==> src/rtl/ide_dma_pkg.sv <==
package ide_dma_pkg;
  localparam int unsigned OFF_CMD   = 0;
  localparam int unsigned OFF_STAT  = 2;
  localparam int unsigned OFF_PTR   = 4;
  localparam int unsigned CMD_START = 0;
  localparam int unsigned CMD_DIR   = 3;
  localparam int unsigned ST_ACT    = 0;
  localparam int unsigned ST_ERR    = 1;
  localparam int unsigned ST_IRQ    = 2;
  localparam int unsigned ST_CAP0   = 5;
  localparam int unsigned ST_CAP1   = 6;
  localparam int unsigned NFLAGS    = 2;

  typedef struct packed {
    logic       start;
    logic       dir;
    logic       active;
    logic       abort;
  } cmd_state_t;
endpackage

==> src/rtl/ide_sticky_bit.sv <==
module ide_sticky_bit (
  input  logic clk,
  input  logic rst,
  input  logic set_i,
  input  logic clr_i,
  output logic q
);
  // set has priority over a software clear in the same cycle
  always_ff @(posedge clk) begin
    if (rst) q <= 1'b0;
    else     q <= set_i | (q & ~clr_i);
  end
endmodule

==> src/rtl/ide_cmd_ctl.sv <==
module ide_cmd_ctl
  import ide_dma_pkg::*;
(
  input  logic       clk,
  input  logic       rst,
  input  logic       wr_cmd,
  input  logic [7:0] wdata,
  input  logic       done_i,
  input  logic       err_i,
  output cmd_state_t st
);
  logic start_rise, start_fall;

  assign start_rise = wr_cmd &  wdata[CMD_START] & ~st.start;
  assign start_fall = wr_cmd & ~wdata[CMD_START] &  st.start;

  always_ff @(posedge clk) begin
    if (rst) begin
      st <= '0;
    end else begin
      if (wr_cmd) st.start <= wdata[CMD_START];
      if (wr_cmd && !st.active) st.dir <= wdata[CMD_DIR];
      if (start_rise)                           st.active <= 1'b1;
      else if (start_fall || done_i || err_i)   st.active <= 1'b0;
      st.abort <= start_fall & st.active;
    end
  end
endmodule

==> src/rtl/ide_status.sv <==
module ide_status
  import ide_dma_pkg::*;
(
  input  logic       clk,
  input  logic       rst,
  input  logic       wr_stat,
  input  logic [7:0] wdata,
  input  logic       err_evt,
  input  logic       irq_evt,
  output logic       err_q,
  output logic       irq_q,
  output logic [1:0] cap_q
);
  logic [NFLAGS-1:0] set_v, clr_v, q_v;

  assign set_v = {irq_evt, err_evt};
  assign clr_v = {wr_stat & wdata[ST_IRQ], wr_stat & wdata[ST_ERR]};

  genvar i;
  generate
    for (i = 0; i < NFLAGS; i++) begin : g_flag
      ide_sticky_bit u_bit (
        .clk   (clk),
        .rst   (rst),
        .set_i (set_v[i]),
        .clr_i (clr_v[i]),
        .q     (q_v[i])
      );
    end
  endgenerate

  assign err_q = q_v[0];
  assign irq_q = q_v[1];

  always_ff @(posedge clk) begin
    if (rst)          cap_q <= 2'b00;
    else if (wr_stat) cap_q <= {wdata[ST_CAP1], wdata[ST_CAP0]};
  end
endmodule

==> src/rtl/ide_desc_ptr.sv <==
module ide_desc_ptr #(
  parameter int unsigned PTR_W  = 32,
  parameter int unsigned STRIDE = 8
) (
  input  logic                          clk,
  input  logic                          rst,
  input  logic                          wr_en,
  input  logic [$clog2(PTR_W/8)-1:0]    lane,
  input  logic [7:0]                    wdata,
  input  logic                          adv,
  output logic [PTR_W-1:0]              ptr_q
);
  localparam int unsigned NBYTES = PTR_W / 8;

  logic [PTR_W-1:0] nxt;

  genvar b;
  generate
    for (b = 0; b < NBYTES; b++) begin : g_lane
      always_comb begin
        if (wr_en && lane == b[$clog2(PTR_W/8)-1:0])
          nxt[b*8 +: 8] = wdata;
        else if (!wr_en && adv)
          nxt[b*8 +: 8] = (ptr_q + PTR_W'(STRIDE)) >> (b*8);
        else
          nxt[b*8 +: 8] = ptr_q[b*8 +: 8];
      end
    end
  endgenerate

  always_ff @(posedge clk) begin
    if (rst) ptr_q <= '0;
    else     ptr_q <= {nxt[PTR_W-1:2], 2'b00};
  end
endmodule

==> src/rtl/ide_dma_regs.sv <==
module ide_dma_regs
  import ide_dma_pkg::*;
#(
  parameter int unsigned PTR_W  = 32,
  parameter int unsigned STRIDE = 8
) (
  input  logic             clk,
  input  logic             rst,
  input  logic             host_sel,
  input  logic             host_we,
  input  logic [2:0]       host_addr,
  input  logic [7:0]       host_wdata,
  output logic [7:0]       host_rdata,
  input  logic             eng_adv,
  input  logic             eng_done,
  input  logic             eng_err,
  input  logic             eng_irq,
  output logic             dma_start,
  output logic             dma_dir,
  output logic             dma_abort,
  output logic [PTR_W-1:0] dma_tbl_ptr
);
  localparam int unsigned LANE_W = $clog2(PTR_W / 8);

  logic       wr, rd, wr_cmd, wr_stat, wr_ptr;
  cmd_state_t cst;
  logic       act_q, err_q, irq_q;
  logic [1:0] cap_q;
  logic [7:0] rnext;

  assign wr      = host_sel &  host_we;
  assign rd      = host_sel & ~host_we;
  assign wr_cmd  = wr && host_addr == 3'(OFF_CMD);
  assign wr_stat = wr && host_addr == 3'(OFF_STAT);
  assign wr_ptr  = wr && host_addr >= 3'(OFF_PTR);

  ide_cmd_ctl u_cmd (
    .clk    (clk),
    .rst    (rst),
    .wr_cmd (wr_cmd),
    .wdata  (host_wdata),
    .done_i (eng_done),
    .err_i  (eng_err),
    .st     (cst)
  );

  assign act_q     = cst.active;
  assign dma_start = cst.start;
  assign dma_dir   = cst.dir;
  assign dma_abort = cst.abort;

  ide_status u_stat (
    .clk     (clk),
    .rst     (rst),
    .wr_stat (wr_stat),
    .wdata   (host_wdata),
    .err_evt (eng_err),
    .irq_evt (eng_irq),
    .err_q   (err_q),
    .irq_q   (irq_q),
    .cap_q   (cap_q)
  );

  ide_desc_ptr #(.PTR_W(PTR_W), .STRIDE(STRIDE)) u_ptr (
    .clk   (clk),
    .rst   (rst),
    .wr_en (wr_ptr),
    .lane  (host_addr[LANE_W-1:0]),
    .wdata (host_wdata),
    .adv   (eng_adv & act_q),
    .ptr_q (dma_tbl_ptr)
  );

  always_comb begin
    rnext = 8'h00;
    if (host_addr >= 3'(OFF_PTR)) begin
      rnext = dma_tbl_ptr[host_addr[LANE_W-1:0]*8 +: 8];
    end else if (host_addr == 3'(OFF_CMD)) begin
      rnext[CMD_START] = cst.start;
      rnext[CMD_DIR]   = cst.dir;
    end else if (host_addr == 3'(OFF_STAT)) begin
      rnext[ST_ACT]  = act_q;
      rnext[ST_ERR]  = err_q;
      rnext[ST_IRQ]  = irq_q;
      rnext[ST_CAP0] = cap_q[0];
      rnext[ST_CAP1] = cap_q[1];
    end
  end

  always_ff @(posedge clk) begin
    if (rst)     host_rdata <= 8'h00;
    else if (rd) host_rdata <= rnext;
  end
endmodule

==> config.mk <==
export PLATFORM = sky130hd
export DESIGN_NAME = ide_dma_regs
export DESIGN_NICKNAME = d
export VERILOG_FILES = /design/src/rtl/ide_dma_pkg.sv /design/src/rtl/ide_sticky_bit.sv /design/src/rtl/ide_cmd_ctl.sv /design/src/rtl/ide_status.sv /design/src/rtl/ide_desc_ptr.sv /design/src/rtl/ide_dma_regs.sv
export SDC_FILE = /design/constraint.sdc
export NUM_CORES = 1
export LEC_CHECK = 0
export BUFFER_PORTS_ARGS = -buffer_cell sky130_fd_sc_hd__buf_2
export CAP_MARGIN = 20
export CORE_ASPECT_RATIO = 1.5
export CORE_MARGIN = 1
export CORE_UTILIZATION = 35
export DETAILED_ROUTE_END_ITERATION = 7
export PLACE_DENSITY = 0.65
export SLEW_MARGIN = 40
export SYNTH_ARGS = -nofsm -noshare
export SYNTH_HDL_FRONTEND = slang
export SYNTH_SLANG_ARGS = --single-unit
==> constraint.sdc <==
create_clock -name clk -period 1.82 [get_ports clk]
set_input_delay 0.273 -clock clk [delete_from_list [all_inputs] [get_ports clk]]
set_output_delay 0.273 -clock clk [all_outputs]
set_load 0.05 [all_outputs]
==> results of run 1 <==
power by group:
part           switching [mW]  internal (mW)
Combinational           0.188         0.0823
Sequential             0.0216           1.02
Clock                   0.385          0.355
flip-flops by register name (all words and copies together), names as in the netlist:
signal / cells
u_ptr.ptr_q: 30
host_rdata: 8
u_stat.g_flag.u_bit.q: 2
u_cmd.st: 4
u_stat.cap_q: 2
layout make-up:
type                            instances  area, sq um  share of cell area (%)
Multi-Input combinational cell        247         1640                    48.9
Sequential cell                        46          962                    28.6
Timing Repair Buffer                   88          513                    15.3
Tap cell                              100          125                    3.72
Clock buffer                            7         97.6                    2.91
Inverter                                3         11.3                   0.335
Clock inverter                          1         7.51                   0.223
worst register-to-register path, delay by kind of cell, from the launching register on:
kind | cells | cell delay, ps
AO/OA/AOI/OAI | 1 | 160
AND/OR/NAND/NOR | 3 | 1190
flip-flops | 1 | 400
metal layers:
| layer | track usage, % | part of all wire [%] | up-vias |
|---|---|---|---|
| li1 | - | - | 1347 |
| met2 | 45.0 | 51 | 135 |
| met1 | 28.1 | 38 | 1411 |
| met5 | 0 | 0 | - |
| met3 | 4.29 | 6.3 | 32 |
| met4 | 15.5 | 4.9 | 0 |
timing repair:
action / CTS / global route
gates resized for setup: 3 / 6
setup buffers: 1 / 0
setup endpoints to repair: 5 / 9
pin swaps: 3 / 3
layout by cell type (no fill, tap or decap), types with 4 or more instances in the layout:
cell,count
sky130_fd_sc_hd__or3_1,9
sky130_fd_sc_hd__nand4_1,14
sky130_fd_sc_hd__nor2_1,28
sky130_fd_sc_hd__dfxtp_4,9
sky130_fd_sc_hd__mux2i_1,5
sky130_fd_sc_hd__a22oi_1,9
sky130_fd_sc_hd__clkbuf_8,5
sky130_fd_sc_hd__and3_1,11
sky130_fd_sc_hd__a32oi_1,4
sky130_fd_sc_hd__nand3_1,16
sky130_fd_sc_hd__o22ai_1,10
sky130_fd_sc_hd__a221oi_1,5
sky130_fd_sc_hd__o21ai_0,4
sky130_fd_sc_hd__nor3_2,4
sky130_fd_sc_hd__a21oi_1,21
sky130_fd_sc_hd__xor2_1,8
sky130_fd_sc_hd__buf_4,29
sky130_fd_sc_hd__nand2_1,32
sky130_fd_sc_hd__buf_2,59
sky130_fd_sc_hd__nor3_1,11
sky130_fd_sc_hd__dfxtp_2,6
sky130_fd_sc_hd__a31oi_1,8
sky130_fd_sc_hd__mux4_2,6
sky130_fd_sc_hd__o211ai_1,4
sky130_fd_sc_hd__dfxtp_1,31
path summary, 6_finish.rpt:
kind / cells past startpoint / from / slack [ps] / end
worst min-delay path: 3 / eng_irq / 160 / u_stat.g_flag[1].u_bit.q
worst max-delay path: 4 / u_ptr.ptr_q[4] / 0.8 / u_ptr.ptr_q[24]
worst max register to register: 4 / u_ptr.ptr_q[4] / 0.8 / u_ptr.ptr_q[24]
worst min register to register: 2 / host_rdata[7] / 470 / host_rdata[7]
cell families (layout without fill, tap and decap cells):
family,Yosys count,count (layout),share of synthesized area [%]
other,1,2,0.143
buffers and inverters,28,99,4.39
adder cells (fa/ha/maj),1,1,0.477
AND/OR/NAND/NOR,143,143,28.4
XOR/XNOR,12,12,4.01
flip-flops,46,46,35.1
AO/OA/AOI/OAI,75,75,19.1
multiplexers,14,14,8.35
metrics by stage:
stage                     hold slack [ps]  setup WS (ps)
final                                 162          0.848
after global routing                  186          -43.4
after CTS                             162           1.56
after detailed placement              459          -25.0
after global placement                447          -23.1
after floorplan                       350          -14.0
==> metrics.md, run 1 <==
| Metric | Value |
|---|---|
| Outcome | completed |
| Data arrival at the endpoint of the critical path | 2060 ps |
| Overflow left after global routing | 0 |
| Cell at the root of the clock tree | sky130_fd_sc_hd__clkbuf_8 |
| Top cells by instance count after synthesis | sky130_fd_sc_hd__dfxtp_1 (46), sky130_fd_sc_hd__nand2_1 (32), sky130_fd_sc_hd__nor2_1 (29) |
| Critical path fanouts, max | 8 |
| CP delay by family, top | simple AND/OR/NAND/NOR gates |
| Most instantiated flip-flop cell in the synthesis netlist | sky130_fd_sc_hd__dfxtp_1 |
| Post-synth top area cell | sky130_fd_sc_hd__dfxtp_1 |
| Height of the die | 108 microns |
| Site Rows | 38 |
| Finished Core Util | 46.5% |
| Setup repair after global routing missed its margin | true |
| Final non-filler cell area | 3360 sq um |
| Proportion of synthesized chip area in sequential cells | 35.1% |
| I/O pin count | 62 |
| CTS clock-pin slew for the worst setup and hold paths | 90 ps |
| Share of the clock period used by the worst path | 100% |
| Cell area after technology mapping | 2620 sq um |
| Clock network latency to the later pin of the worst-skew pair | 310 ps |
| IO buf count | 59 |
| Post-route antenna net violation count | 0 |
| Number of sinks handled by clock tree synthesis | 46 |
| Final hold violations | 0 |
| CTS buffer count | 5 |
| WS Path Type | flip-flop to flip-flop |
| Power Total | 2.05 mW |
| Endpoints failing setup | 0 |
| Die footprint | 7850 sq um |
| Number of register bits inferred by synthesis | 46 |
| Data required time at the worst endpoint | 2060 ps |
| RePlAce Congestion | 0.956 |
| Via count | 2925 |
| Synth Warn # | 0 |
| Max Slew Vio Count | 0 |
| Detailed Route WL | 9540 microns |
| Horizontal die dimension | 72.7 microns |
| Clock skew | 4.38 ps |
| Post-route setup TNS | 0 ps |
| Proportion of synthesized flip-flops having asynchronous set or reset | 0% |
| Highest attainable clock frequency | 0.550 GHz |
| Synthesized area per cell | 8.19 sq um |
| EDFF count, synth | 0 |
| Buffer and inverter count on the worst path | 0 |
| Placed instance area | 3200 sq um |
| Share of cells above drive strength 1 | 33.9% |
| Wire length of the first global-routing pass | 14900 microns |
| CP startpoint kind | flip-flop |
| Worst-case vdd ir drop | 0.000279 V |
| Post-synthesis instance total | 320 |
| Detail-routed via count per cell | 5.95 |
| Cell-by-cell trace of the critical path | nand4_1 -> or4_4 -> or3_1 -> a31oi_1 |
| Dpl cells | 483 |
| Final instance count without filler cells | 492 |
| Number of levels in the clock H-tree | 2 |
| Maximum cell stage delay along the critical path | 640 ps |
| Worst Hold Class | input pin to flip-flop |
| Placeable core region | 7230 sq um |
| Number of distinct library cell variants in the gate-level netlist after synthesis | 50 |
| Diodes inserted | 0 |
| Violation count after the first detailed-routing iteration | 169 |
| Critical Path Slowest Stage Cell | sky130_fd_sc_hd__or4_4 |
| Cell types with the largest area share after synthesis | sky130_fd_sc_hd__dfxtp_1 (35%), sky130_fd_sc_hd__mux4_2 (5.2%), sky130_fd_sc_hd__nand2_1 (4.6%) |
| Minimum clock period after layout | 1820 ps |
| Initial antenna violation count | 0 |
| Vias in the first global route | 2834 |
| Most frequent cell after synthesis | sky130_fd_sc_hd__dfxtp_1 |
| DP Wirelength | 7210 microns |
| Reported leakage power | 1.28 nW |
| Detailed-routing iteration count for the pre-antenna-repair pass | 4 |
| Initial standard-cell utilization of the core | 36.3% |
| Count of filler cells inserted in the layout | 774 |
| Maximum buffer depth of the clock tree | 2 |
| Pin count of the biggest net entering global routing | 47 |
| Post-route DRC | 0 |
| Post-detailed-route wirelength per cell | 19.4 microns |
| Total of max-cap violations | 0 |
| Post-layout net count | 411 |
| CTS tree | built |
| Tot GR Track Use | 25.5% |
| Top cell type's share of synthesized area | 35.1% |
| Endpoint type of the worst setup path | flip-flop |
| Hold Buf Count CTS | 0 |
| Pwr Density | 609 nW/um^2 |
| Area growth, synth to finish | 28.2% |
Note: power is estimated with default switching activity, not from simulation.
==> run 2, diff against run 1 <==
--- a/config.mk
+++ b/config.mk
@@ -7,10 +7,11 @@
 export LEC_CHECK = 0
 export BUFFER_PORTS_ARGS = -buffer_cell sky130_fd_sc_hd__buf_2
 export CAP_MARGIN = 20
-export CORE_ASPECT_RATIO = 1.5
+export CORE_ASPECT_RATIO = 1.25
 export CORE_MARGIN = 1
 export CORE_UTILIZATION = 35
 export DETAILED_ROUTE_END_ITERATION = 7
+export MAX_ROUTING_LAYER = met4
 export PLACE_DENSITY = 0.65
 export SLEW_MARGIN = 40
 export SYNTH_ARGS = -nofsm -noshare
==> metrics.md, run 2 (same netlist as run 1, synthesis figures left out) <==
| Metric | Value |
|---|---|
| Clock network latency to the later pin of the worst-skew pair | 310 ps (about the same) |
| Post-detailed-route wirelength per cell | 18.4 microns (was 19.4 microns) |
| Number of flip-flops under the largest register name | 30 (unchanged) |
| Tot GR Track Use | 24.8% (was 25.5%) |
| Max_slew headroom | 66.7% |
| Measured slew at the worst slew-check pin | 500 ps |
| Final hold violations | 0 (unchanged) |
| Area growth, synth to finish | 28.9% (was 28.2%) |
| Initial antenna violation count | 0 (unchanged) |
| Most frequent cells in the layout | sky130_fd_sc_hd__buf_2 (59), sky130_fd_sc_hd__buf_4 (36), sky130_fd_sc_hd__nand2_1 (32) (was sky130_fd_sc_hd__buf_2 (59), sky130_fd_sc_hd__nand2_1 (32), sky130_fd_sc_hd__dfxtp_1 (31)) |
| Share of cells above drive strength 1 | 34.4% (was 33.9%) |
| Largest registers | u_ptr.ptr_q (30), host_rdata (8), u_cmd.st (4) (unchanged) |
| Startpoint of the most critical setup path | u_ptr.ptr_q[16] (was u_ptr.ptr_q[4]) |
| Initial standard-cell utilization of the core | 36.9% (was 36.3%) |
| Number of sinks handled by clock tree synthesis | 46 (unchanged) |
| Pwr Density | 578 nW/um^2 (was 609 nW/um^2) |
| Power Total | 1.95 mW (was 2.05 mW) |
| Maximum buffer depth of the clock tree | 2 (unchanged) |
| Worst hold slack | 187 ps (was 162 ps) |
| WS Path Type | flip-flop to flip-flop (unchanged) |
| Pin count of the biggest net entering global routing | 47 (unchanged) |
| Critical Path Slowest Stage Cell | sky130_fd_sc_hd__nor4_1 (was sky130_fd_sc_hd__or4_4) |
| Endpoints failing setup | 0 (unchanged) |
| Critical path fanouts, max | 5 (was 8) |
| Clock skew | 12.0 ps (was 4.38 ps) |
| CTS clock-pin slew for the worst setup and hold paths | 90 ps (about the same) |
| CP delay by family, top | simple AND/OR/NAND/NOR gates (unchanged) |
| Hold Buf Count CTS | 0 (unchanged) |
| Data required time at the worst endpoint | 2050 ps (was 2060 ps) |
| Depth of the worst register-to-register path | 7 (was 4) |
| Horizontal die dimension | 79.4 microns (was 72.7 microns) |
| Reg-to-reg critical path endpoint | u_ptr.ptr_q[19] (was u_ptr.ptr_q[24]) |
| CP startpoint kind | flip-flop (unchanged) |
| Cell-by-cell trace of the critical path | buf_6 -> nand4_1 -> buf_4 -> nor4_1 -> xor2_1 -> nand2_1 -> a21oi_1 (was nand4_1 -> or4_4 -> or3_1 -> a31oi_1) |
| Post-route antenna net violation count | 0 (unchanged) |
| Share of the clock period used by the worst path | 97.3% (was 100%) |
| Placeable core region | 7100 sq um (was 7230 sq um) |
| Minimum clock period after layout | 1770 ps (was 1820 ps) |
| CTS tree | built (unchanged) |
| Post-route setup TNS | 0 ps (unchanged) |
| Via count | 2924 (was 2925) |
| IO buf count | 59 (unchanged) |
| Worst path depth | 7 (was 4) |
| Count of filler cells inserted in the layout | 698 (was 774) |
| Endpoint type of the worst setup path | flip-flop (unchanged) |
| I/O pin count | 62 (unchanged) |
| Wire length of the first global-routing pass | 14300 microns (was 14900 microns) |
| Reported leakage power | 1.34 nW (was 1.28 nW) |
| Detail-routed via count per cell | 5.96 (was 5.95) |
| RePlAce Congestion | 0.911 (was 0.956) |
| Post-route DRC | 0 (unchanged) |
| Data arrival at the endpoint of the critical path | 2000 ps (was 2060 ps) |
| Max Slew Vio Count | 0 (unchanged) |
| Top reg by flops | u_ptr.ptr_q (unchanged) |
| Worst-case vdd ir drop | 0.000481 V (was 0.000279 V) |
| Outcome | completed (unchanged) |
| Maximum cell stage delay along the critical path | 360 ps (was 640 ps) |
| Height of the die | 98.8 microns (was 108 microns) |
| Detailed-routing iteration count for the pre-antenna-repair pass | 5 (was 4) |
| Startpoint of the worst register-to-register path | u_ptr.ptr_q[16] (was u_ptr.ptr_q[4]) |
| Die footprint | 7840 sq um (was 7850 sq um) |
| Diodes inserted | 0 (unchanged) |
| Vias in the first global route | 2692 (was 2834) |
| Total of max-cap violations | 0 (unchanged) |
| Worst setup path end | u_ptr.ptr_q[19] (was u_ptr.ptr_q[24]) |
| Highest attainable clock frequency | 0.565 GHz (was 0.550 GHz) |
| Post-layout net count | 420 (was 411) |
| Violation count after the first detailed-routing iteration | 280 (was 169) |
| Finished Core Util | 47.6% (was 46.5%) |
| Worst Hold Class | input pin to flip-flop (unchanged) |
| CTS buffer count | 5 (unchanged) |
| Cell at the root of the clock tree | sky130_fd_sc_hd__clkbuf_8 (unchanged) |
| Site Rows | 34 (was 38) |
| Slack of the worst reg-to-reg path | 50 ps (was 0.8 ps) |
| Buffer and inverter count on the worst path | 2 (was 0) |
| DP Wirelength | 6550 microns (was 7210 microns) |
| Number of levels in the clock H-tree | 2 (unchanged) |
| Overflow left after global routing | 0 (unchanged) |
| Detailed Route WL | 9020 microns (was 9540 microns) |
| Leading cell type in the layout, fill and taps excluded | sky130_fd_sc_hd__buf_2 (unchanged) |
[run 2: changes by cell type in the layout (fill, tap and decap cells not counted), sizes merged]
cell | previous run | this run
clkbuf | 7 | 5
clkinv | 0 | 2
buf | 88 | 97
[run 2: timing repair]
item | CTS | global route
setup endpoints to repair | 0 | 10
gates resized for setup | 0 | 6
setup buffers | 0 | 7
[run 2: worst reg2reg max path: cells and delay by family, from the launching register on]
| kind | cells | cell delay (ps) |
|---|---|---|
| compound gates | 1 | 170 |
| xor+xnor | 1 | 180 |
| buf+inv | 2 | 330 |
| flops | 1 | 340 |
| simple gates | 3 | 670 |
[run 2: layout make-up]
| type | count | area [sq um] | share of cell area, % |
|---|---|---|---|
| flip-flops and latches | 46 | 965 | 28.5 |
| inverters | 3 | 11.3 | 0.333 |
| clock inverters | 3 | 21.3 | 0.629 |
| clock buffers | 5 | 68.8 | 2.04 |
| repair buffers | 97 | 588 | 17.4 |
| well taps | 90 | 113 | 3.33 |
| multi-input cells | 247 | 1610 | 47.7 |
[run 2: worst min-delay path by stage]
stage / from / to / cells past startpoint
6_report: eng_irq / u_stat.g_flag[1].u_bit.q / 3
5_1_grt: eng_err / u_stat.g_flag[0].u_bit.q / 3
4_1_cts: eng_irq / u_stat.g_flag[1].u_bit.q / 3
3_5_place_dp: host_rdata[4] / host_rdata[4] / 2
3_3_place_gp: host_rdata[7] / host_rdata[7] / 2
2_1_floorplan: host_wdata[0] / u_cmd.st[0] / 1
[run 2: power by group]
part | internal, mW | total [mW] | switching [mW]
clock network | 0.271 | 0.647 | 0.377
logic | 0.0834 | 0.273 | 0.189
registers | 1.01 | 1.03 | 0.0197
[run 2: routing by layer]
layer | part of all wire [%] | up-vias | wire, microns | track usage, %
met5 | 0 | - | 0 | -
met4 | 4.2 | 0 | 383 | 13.7
met3 | 8.7 | 34 | 785 | 4.44
met2 | 46 | 180 | 4170 | 36.1
met1 | 41 | 1341 | 3680 | 32.1
li1 | - | 1369 | - | -
[run 2: through the flow]
step	instance area, sq um	instances	worst slack [ps]
floorplan	2700	321	-14.0
global placement	3220	477	94.4
detailed placement	3220	477	43.7
CTS	3310	485	39.6
global route	3380	491	-34.4
finish	3380	491	49.8
